<file path="src/rtl/bcg_pkg.sv">
package bcg_pkg;
  typedef enum logic [1:0] {
    BL_PAGE = 2'd0,
    BL_TWO  = 2'd1,
    BL_FOUR = 2'd2,
    BL_EIGHT = 2'd3
  } bl_code_e;
endpackage

</file>
<file path="src/rtl/bcg_addr_calc.sv">
module bcg_addr_calc #(
  parameter int COL_W = 8
) (
  input  logic [COL_W-1:0] base_col_i,
  input  logic [COL_W-1:0] beat_i,
  input  logic [1:0]       bl_code_i,
  input  logic             il_i,
  output logic [COL_W-1:0] mask_o,
  output logic [COL_W-1:0] col_o
);
  import bcg_pkg::*;

  // Mask of the bits that move within the burst; all ones for full page.
  function automatic logic [COL_W-1:0] wrap_mask(input logic [1:0] code);
    if (code == BL_PAGE) return '1;
    return (COL_W'(1) << code) - COL_W'(1);
  endfunction

  // Column of a beat: upper bits frozen, lower bits add or XOR.
  function automatic logic [COL_W-1:0] beat_col(input logic [COL_W-1:0] base,
                                                input logic [COL_W-1:0] beat,
                                                input logic [COL_W-1:0] m,
                                                input logic xor_mode);
    logic [COL_W-1:0] moved;
    moved = xor_mode ? (base ^ beat) : (base + beat);
    return (base & ~m) | (moved & m);
  endfunction

  logic il_eff;
  assign il_eff = il_i && (bl_code_i != BL_PAGE);
  assign mask_o = wrap_mask(bl_code_i);
  assign col_o  = beat_col(base_col_i, beat_i, mask_o, il_eff);
endmodule

</file>
<file path="src/rtl/bcg_beat_ctr.sv">
module bcg_beat_ctr #(
  parameter int CNT_W = 8
) (
  input  logic             clk,
  input  logic             rst_n,
  input  logic             load_i,
  input  logic             abort_i,
  input  logic             fixed_i,
  input  logic [CNT_W-1:0] limit_i,
  output logic             active_o,
  output logic [CNT_W-1:0] beat_o,
  output logic             last_o
);
  logic             active_q;
  logic [CNT_W-1:0] beat_q;

  assign last_o = active_q && fixed_i && (beat_q == limit_i);

  always_ff @(posedge clk) begin
    if (!rst_n) begin
      active_q <= 1'b0;
      beat_q   <= '0;
    end else if (load_i) begin
      active_q <= 1'b1;
      beat_q   <= '0;
    end else if (abort_i) begin
      active_q <= 1'b0;
      beat_q   <= '0;
    end else if (active_q) begin
      if (last_o) begin
        active_q <= 1'b0;
        beat_q   <= '0;
      end else begin
        beat_q <= beat_q + CNT_W'(1);
      end
    end
  end

  assign active_o = active_q;
  assign beat_o   = beat_q;

  AST_BEAT_IN_RANGE: assert property (@(posedge clk) disable iff (!rst_n)
    (active_q && fixed_i) |-> (beat_q <= limit_i));

  AST_IDLE_AFTER_LAST: assert property (@(posedge clk) disable iff (!rst_n)
    (last_o && !load_i) |=> !active_q);
endmodule

</file>
<file path="src/rtl/bcg_col_gen.sv">
module bcg_col_gen #(
  parameter int COL_W = 8
) (
  input  logic             clk,
  input  logic             rst_n,
  input  logic             start_i,
  input  logic             stop_i,
  input  logic [COL_W-1:0] start_col_i,
  input  logic [1:0]       bl_code_i,
  input  logic             wrap_il_i,
  output logic [COL_W-1:0] col_o,
  output logic             valid_o,
  output logic             last_o
);
  import bcg_pkg::*;

  logic [COL_W-1:0] base_q;
  logic [1:0]       code_q;
  logic             il_q;

  // Named events for the checks
  logic ev_load, ev_abort, ev_page;
  logic [COL_W-1:0] mask, beat, addr;
  logic active, last_beat;

  assign ev_load  = start_i;
  assign ev_abort = stop_i && !start_i;
  assign ev_page  = (code_q == BL_PAGE);

  always_ff @(posedge clk) begin
    if (!rst_n) begin
      base_q <= '0;
      code_q <= BL_TWO;
      il_q   <= 1'b0;
    end else if (ev_load) begin
      base_q <= start_col_i;
      code_q <= bl_code_i;
      il_q   <= wrap_il_i;
    end
  end

  bcg_beat_ctr #(.CNT_W(COL_W)) u_ctr (
    .clk      (clk),
    .rst_n    (rst_n),
    .load_i   (ev_load),
    .abort_i  (ev_abort),
    .fixed_i  (!ev_page),
    .limit_i  (mask),
    .active_o (active),
    .beat_o   (beat),
    .last_o   (last_beat)
  );

  bcg_addr_calc #(.COL_W(COL_W)) u_addr (
    .base_col_i (base_q),
    .beat_i     (beat),
    .bl_code_i  (code_q),
    .il_i       (il_q),
    .mask_o     (mask),
    .col_o      (addr)
  );

  assign valid_o = active;
  assign last_o  = last_beat;
  assign col_o   = active ? addr : '0;

  AST_IDLE_ZERO: assert property (@(posedge clk) disable iff (!rst_n)
    !valid_o |-> (col_o == '0 && !last_o));

  AST_START_LOADS: assert property (@(posedge clk) disable iff (!rst_n)
    start_i |=> (valid_o && col_o == $past(start_col_i)));

  AST_HIGH_BITS_HELD: assert property (@(posedge clk) disable iff (!rst_n)
    (valid_o && !start_i && !stop_i && !last_o && !ev_page)
      |=> ((col_o & ~mask) == ($past(col_o) & ~mask)));

  AST_PAGE_NO_LAST: assert property (@(posedge clk) disable iff (!rst_n)
    (valid_o && ev_page) |-> !last_o);

  AST_PAGE_STEP: assert property (@(posedge clk) disable iff (!rst_n)
    (valid_o && ev_page && !start_i && !stop_i)
      |=> (valid_o && col_o == ($past(col_o) + COL_W'(1))));

  AST_STOP_ENDS: assert property (@(posedge clk) disable iff (!rst_n)
    ev_abort |=> !valid_o);
endmodule

</file>
<file path="config.mk">
export PLATFORM = sky130hd
export DESIGN_NAME = bcg_col_gen
export DESIGN_NICKNAME = d
export VERILOG_FILES = /design/src/rtl/bcg_pkg.sv /design/src/rtl/bcg_addr_calc.sv /design/src/rtl/bcg_beat_ctr.sv /design/src/rtl/bcg_col_gen.sv
export SDC_FILE = /design/constraint.sdc
export NUM_CORES = 1
export LEC_CHECK = 0
export CORE_ASPECT_RATIO = 0.6
export CORE_MARGIN = 2
export CORE_UTILIZATION = 45
export DETAILED_ROUTE_END_ITERATION = 10
export PLACE_DENSITY = 0.7
export SYNTH_ARGS = -nofsm -noshare
export SYNTH_HDL_FRONTEND = slang
export SYNTH_SLANG_ARGS = --single-unit
</file>
<file path="constraint.sdc">
create_clock -name clk -period 2.7 [get_ports clk]
set_input_delay 0.405 -clock clk [delete_from_list [all_inputs] [get_ports clk]]
set_output_delay 0.405 -clock clk [all_outputs]
set_load 0.02 [all_outputs]
</file>
[After elaboration in Yosys (flattened, before gate mapping)]
Index checks and enable logic that the tools add are counted.
Cells by class
  add/subtract/negate cells: 3
  eq/ne operators: 1
  shift-type cells: 1
  mux-type cells: 10
  bitwise gates (word level): 6
  reductions and logical operators: 9
Operators by type and width (count)
  8-bit 2-to-1 mux: 5
  8-bit bitwise AND: 2
  8-bit by 1-bit adder with 8-bit output, second input constant: 1
  8-bit adder: 1
  8-bit equality test: 1
  8-bit NOT: 1
  8-bit bitwise OR: 1
  1-bit by 2-bit left shift with 8-bit output, first input constant: 1
  8-bit by 2-bit subtractor with 8-bit output, second input constant: 1
  8-bit XOR: 1
  1-bit 2-to-1 mux: 5
  1-bit logical AND: 4
  3-bit OR reduction: 1
  1-bit logical NOT: 2
  2-bit logical NOT: 1
  2-bit nonzero test: 1
  1-bit NOT: 1
Storage, ports and cells
  register bits after elaboration: 20
  bits of input ports: 15
  output and inout port bits: 10
  word-level logic and storage cells: 35

[Longest topological paths before layout]
Gate-level depths: netlist of the first run.
  depth after elaboration: 9
  mapped depth: 8
  depth with buffers taken out: 7

[Cells and area by module]
A second synthesis of the first run with hierarchy kept.
Second synthesis, totals
  cells, all modules: 186
  area, all modules: 1597.8 um^2
Modules (own cells, without submodules)
  bcg_addr_calc: instances 1, cells each 82, area an instance 573.0 um^2, seq. area each 0.0 um^2
  bcg_beat_ctr: instances 1, cells each 59, area an instance 548.0 um^2, seq. area each 180.2 um^2
  bcg_col_gen: instances 1, cells each 45, area an instance 476.7 um^2, seq. area each 220.2 um^2

[Worst setup path before layout of the first run]
OpenSTA, ideal clock, no wires.
  kind: register to output
  start: register u_ctr.beat_q[0], in the netlist u_ctr.beat_o[0]
  end: output col_o[4]
  arrival time: 1.994 ns
  data required time: 2.295 ns
  path slack: 0.301 ns
  cell stages (with the launch flop): 7
  path buffers: 0
  path through: dfxtp_1 -> ha_1 -> fa_1 -> and3_1 -> o21ai_0 -> nand2_1 -> a311oi_1
On the way
  longest elaborated chain between the ends: 5
RTL lines
  from (decl): line bcg_beat_ctr.sv:15  | logic [CNT_W-1:0] beat_q;
  from (signal assigned): line bcg_beat_ctr.sv:34  | beat_q <= beat_q + CNT_W'(1);
  8-bit adder: line bcg_addr_calc.sv:25  | moved = xor_mode ? (base ^ beat) : (base + beat);
  8-bit 2-to-1 mux: line bcg_addr_calc.sv:25
  8-bit bitwise AND: line bcg_addr_calc.sv:26  | return (base & ~m) | (moved & m);
  8-bit bitwise OR: line bcg_addr_calc.sv:26
  8-bit 2-to-1 mux: line bcg_col_gen.sv:65  | assign col_o = active ? addr : '0;
  to (decl): line bcg_col_gen.sv:11  | output logic [COL_W-1:0] col_o,
No other way between the ends.

[Final worst setup path of the first run]
  start: register base_q[1]
  end: output col_o[7]
On the way
  longest elaborated chain between the ends: 5
RTL lines
  from (decl): line bcg_col_gen.sv:17  | logic [COL_W-1:0] base_q;
  from (signal assigned): line bcg_col_gen.sv:36  | base_q <= start_col_i;
  8-bit adder: line bcg_addr_calc.sv:25
  8-bit 2-to-1 mux: line bcg_addr_calc.sv:25
  8-bit bitwise AND: line bcg_addr_calc.sv:26
  8-bit bitwise OR: line bcg_addr_calc.sv:26
  8-bit 2-to-1 mux: line bcg_col_gen.sv:65
No other way between the ends.

==> results of run 1 <==
-- placed cells by master, fill, tap and decap left out, types with 2 or more instances in the layout --
cell / instances
nand3b_1: 3
o21ai_0: 4
nor2_1: 9
ha_1: 10
clkbuf_8: 4
xnor2_1: 8
o211ai_1: 2
buf_2: 3
nand4_1: 4
buf_4: 17
a21oi_1: 9
dfxtp_1: 20
mux2i_1: 11
inv_1: 4
clkdlybuf4s50_1: 16
xor2_1: 5
nand2_1: 12
a21o_1: 2
nor3_1: 2
nor2b_1: 11
nor4_4: 2
o2111ai_1: 2
nor2_2: 6
dlygate4sd2_1: 4
nand3_1: 3
-- area by class of cell --
class / count / area share
repair buffers: 41 / 0.193
multi-input cells: 124 / 0.518
inverters: 4 / 0.00828
well taps: 42 / 0.0290
flip-flops and latches: 20 / 0.221
clock buffers: 4 / 0.0304
-- worst max-delay path, stage by stage, from the launching register on --
cell	delay, ps
dfxtp_1	320
ha_1	340
a211oi_2	200
o21ai_1	120
a211o_1	300
mux2_1	320
o2111ai_1	90
buf_2	190
-- layer usage --
metal / routed length (um) / vias up / global-route usage / part of all wire
met4: 23 / 0 / 0.0561 / 0.0068
met2: 1590 / 39 / 0.352 / 0.47
li1: - / 619 / - / -
met1: 1590 / 570 / 0.276 / 0.47
met5: 0 / - / 0 / 0
met3: 186 / 4 / 0.0579 / 0.055
-- flip-flops by register name, indices dropped and copies added, names as in the netlist --
signal          flops
base_q              8
il_q                1
code_q              2
u_ctr.beat_o        8
u_ctr.active_o      1
-- stage by stage --
stage | setup slack, ps | hold slack (ps) | std cells
after floorplan | 301 | 483 | 155
after global placement | -11.8 | 506 | 231
after detailed placement | -33.3 | 532 | 231
after CTS | 20.2 | 547 | 235
after global routing | 65.6 | 559 | 235
final | 162 | 545 | 235
-- cells by family after synthesis --
family	share of synthesized area
buf+inv	0.0441
fa+ha+maj	0.113
simple gates	0.257
flops	0.288
mux	0.0872
xor+xnor	0.0818
compound gates	0.129
-- timing repair --
| action | in CTS | in global routing |
|---|---|---|
| endpoints found under the hold margin | 0 | 0 |
| endpoints found under the setup margin | 7 | 3 |
| cloned | 0 | 0 |
| resized for setup | 16 | 5 |
| hold buffers | 0 | 0 |
-- where the power goes --
group	internal, uW	leakage, uW	switching [uW]
Clock	130	0.0000288	102
Sequential	306	0.000164	8.16
Combinational	69.5	0.000586	68.9
-- worst max path at each step --
stage,startpoint,to
floorplan,u_ctr.beat_o[0]$_SDFFE_PP0P_,col_o[4]
global placement,base_q[0]$_SDFFE_PN0P_,col_o[6]
detailed placement,base_q[0]$_SDFFE_PN0P_,col_o[6]
CTS,base_q[1]$_SDFFE_PN0P_,col_o[7]
global route,base_q[1]$_SDFFE_PN0P_,col_o[7]
finish,base_q[1]$_SDFFE_PN0P_,col_o[7]
==> impl_metrics.yaml, run 1 <==
floorplanning:
  initial_utilization: 0.478
  core-area_um2: 2910
  die_w_um: 75.8
  die_y_um: 47.1
  std_cell_rows: 15
  ios: 25
  die-area_um2: 3570
yosys:
  yosys_most_used_dff: "dfxtp_1"
  syn_inst: 155
  netlist_area_um2: 1390
  syn-num-nets: 182
  synth.distinct_cells: 41
  ys_seq_area_frac: 0.288
  yosysTopAreaCell: "dfxtp_1"
  synth_edf_count: 0
  synth.avg_cell_area_um2: 8.98
  ys_ff_latch: 20
  synth.area.top_cells: "dfxtp_1 29%, ha_1 9.9%, mux2i_1 7.9%, xnor2_1 5.0%, nor2b_1 4.9%"
  synth_commonest_cells: "20 x dfxtp_1, 12 x nand2_1, 11 x ha_1, 11 x mux2i_1, 11 x nor2b_1"
  synth_warnings: 0
  synth_most_common_cell: "dfxtp_1"
  yosys.area.top_type_share: 0.288
  async_flop_share: 0
worst_hold_path:
  hold_path_startpoint: "base_q[4]$_SDFFE_PN0P_"
  worstHoldEndpoint: "base_q[4]$_SDFFE_PN0P_"
  min_path_cells: 2
  min_path_type: "register to register"
critical_path:
  r2r-start: "code_q[0]$_SDFFE_PN1P_"
  reg2regPathDepth: 7
  startpoint_type: "register"
  r2r_setup_slack_ps: 760
  worstPathArrival_ps: 2130
  endpoint_kind: "output pin"
  crit_required_ps: 2300
  rr_endpoint: "u_ctr.beat_o[4]$_SDFFE_PP0P_"
  worst-setup-path-type: "register to output pin"
  cp_max_fo: 3
global_route:
  grt-ovfl-total: 0
  grt_pass1_vias: 1165
  grt_pass1_wl_um: 5350
  antenna_found_initial: 0
  grt_max_degree: 15
  grt_util_all_layers: 0.212
pwr:
  vdd_drop_max_uv: 216
  p_leak_uw: 0.000779
  power_density_nw_per_um2: 378
  p_total_uw: 685
sta:
  fmax_ghz: 0.394
  rsz0062_at_grt: "no"
  fin_crit_ps: 2540
  finClkSkew_ps: 6.69
  slew_headroom: 0.765
  fin_setup_tns_ps: 0
  tightestPinTransition_ps: 353
  setup_viol: 0
  min_period_over_period: 0.940
  hold_violations: 0
  slew_violations: 0
drt:
  dr.first_iter.drc_count: 26
  drc: 0
  first_pass_iters: 4
  totalWireLength_um: 3390
  vias: 1232
  detail-route-antenna-nets: 0
  wl_per_cell_um: 14.4
  via_per_inst: 5.24
layout:
  multiInputGateArea_um2: 940
  fin_area_um2: 1810
  drive_gt1_frac: 0.192
  diodes: 0
  layout.nets: 221
  regArea_um2: 400
  syn_to_final_growth_pct: 30.3
  fill_cells: 272
  post-route-util: 0.623
place:
  hpwlAfterDp_um: 2590
  gp_congestion: 0.872
  postPlaceCellArea_um2: 1770
  io_buffer_count: 24
clock_network:
  root_buffer: "clkbuf_8"
  post_cts_buffers: 0
  cts_tree: "done"
  cts_buffers: 3
  cts.htree.levels: 1
  clkTransAtPathRegs_ps: 80
  clock_latency_ps: 260
  cts_sinks: 20
  clockBufferDepth: 2
outcome:
  status: "completed"
run:
  maxCapViolCount: 0
Note: power is estimated with default switching activity, not from simulation.
==> inputs of run 2 (changes only) <==
--- a/config.mk
+++ b/config.mk
@@ -9,6 +9,7 @@
 export CORE_MARGIN = 2
 export CORE_UTILIZATION = 45
 export DETAILED_ROUTE_END_ITERATION = 10
+export HOLD_SLACK_MARGIN = 0.05
 export PLACE_DENSITY = 0.7
 export SYNTH_ARGS = -nofsm -noshare
 export SYNTH_HDL_FRONTEND = slang
==> results of run 2 <==
The final DEF is identical to that of run 1; final timing and power are the same.
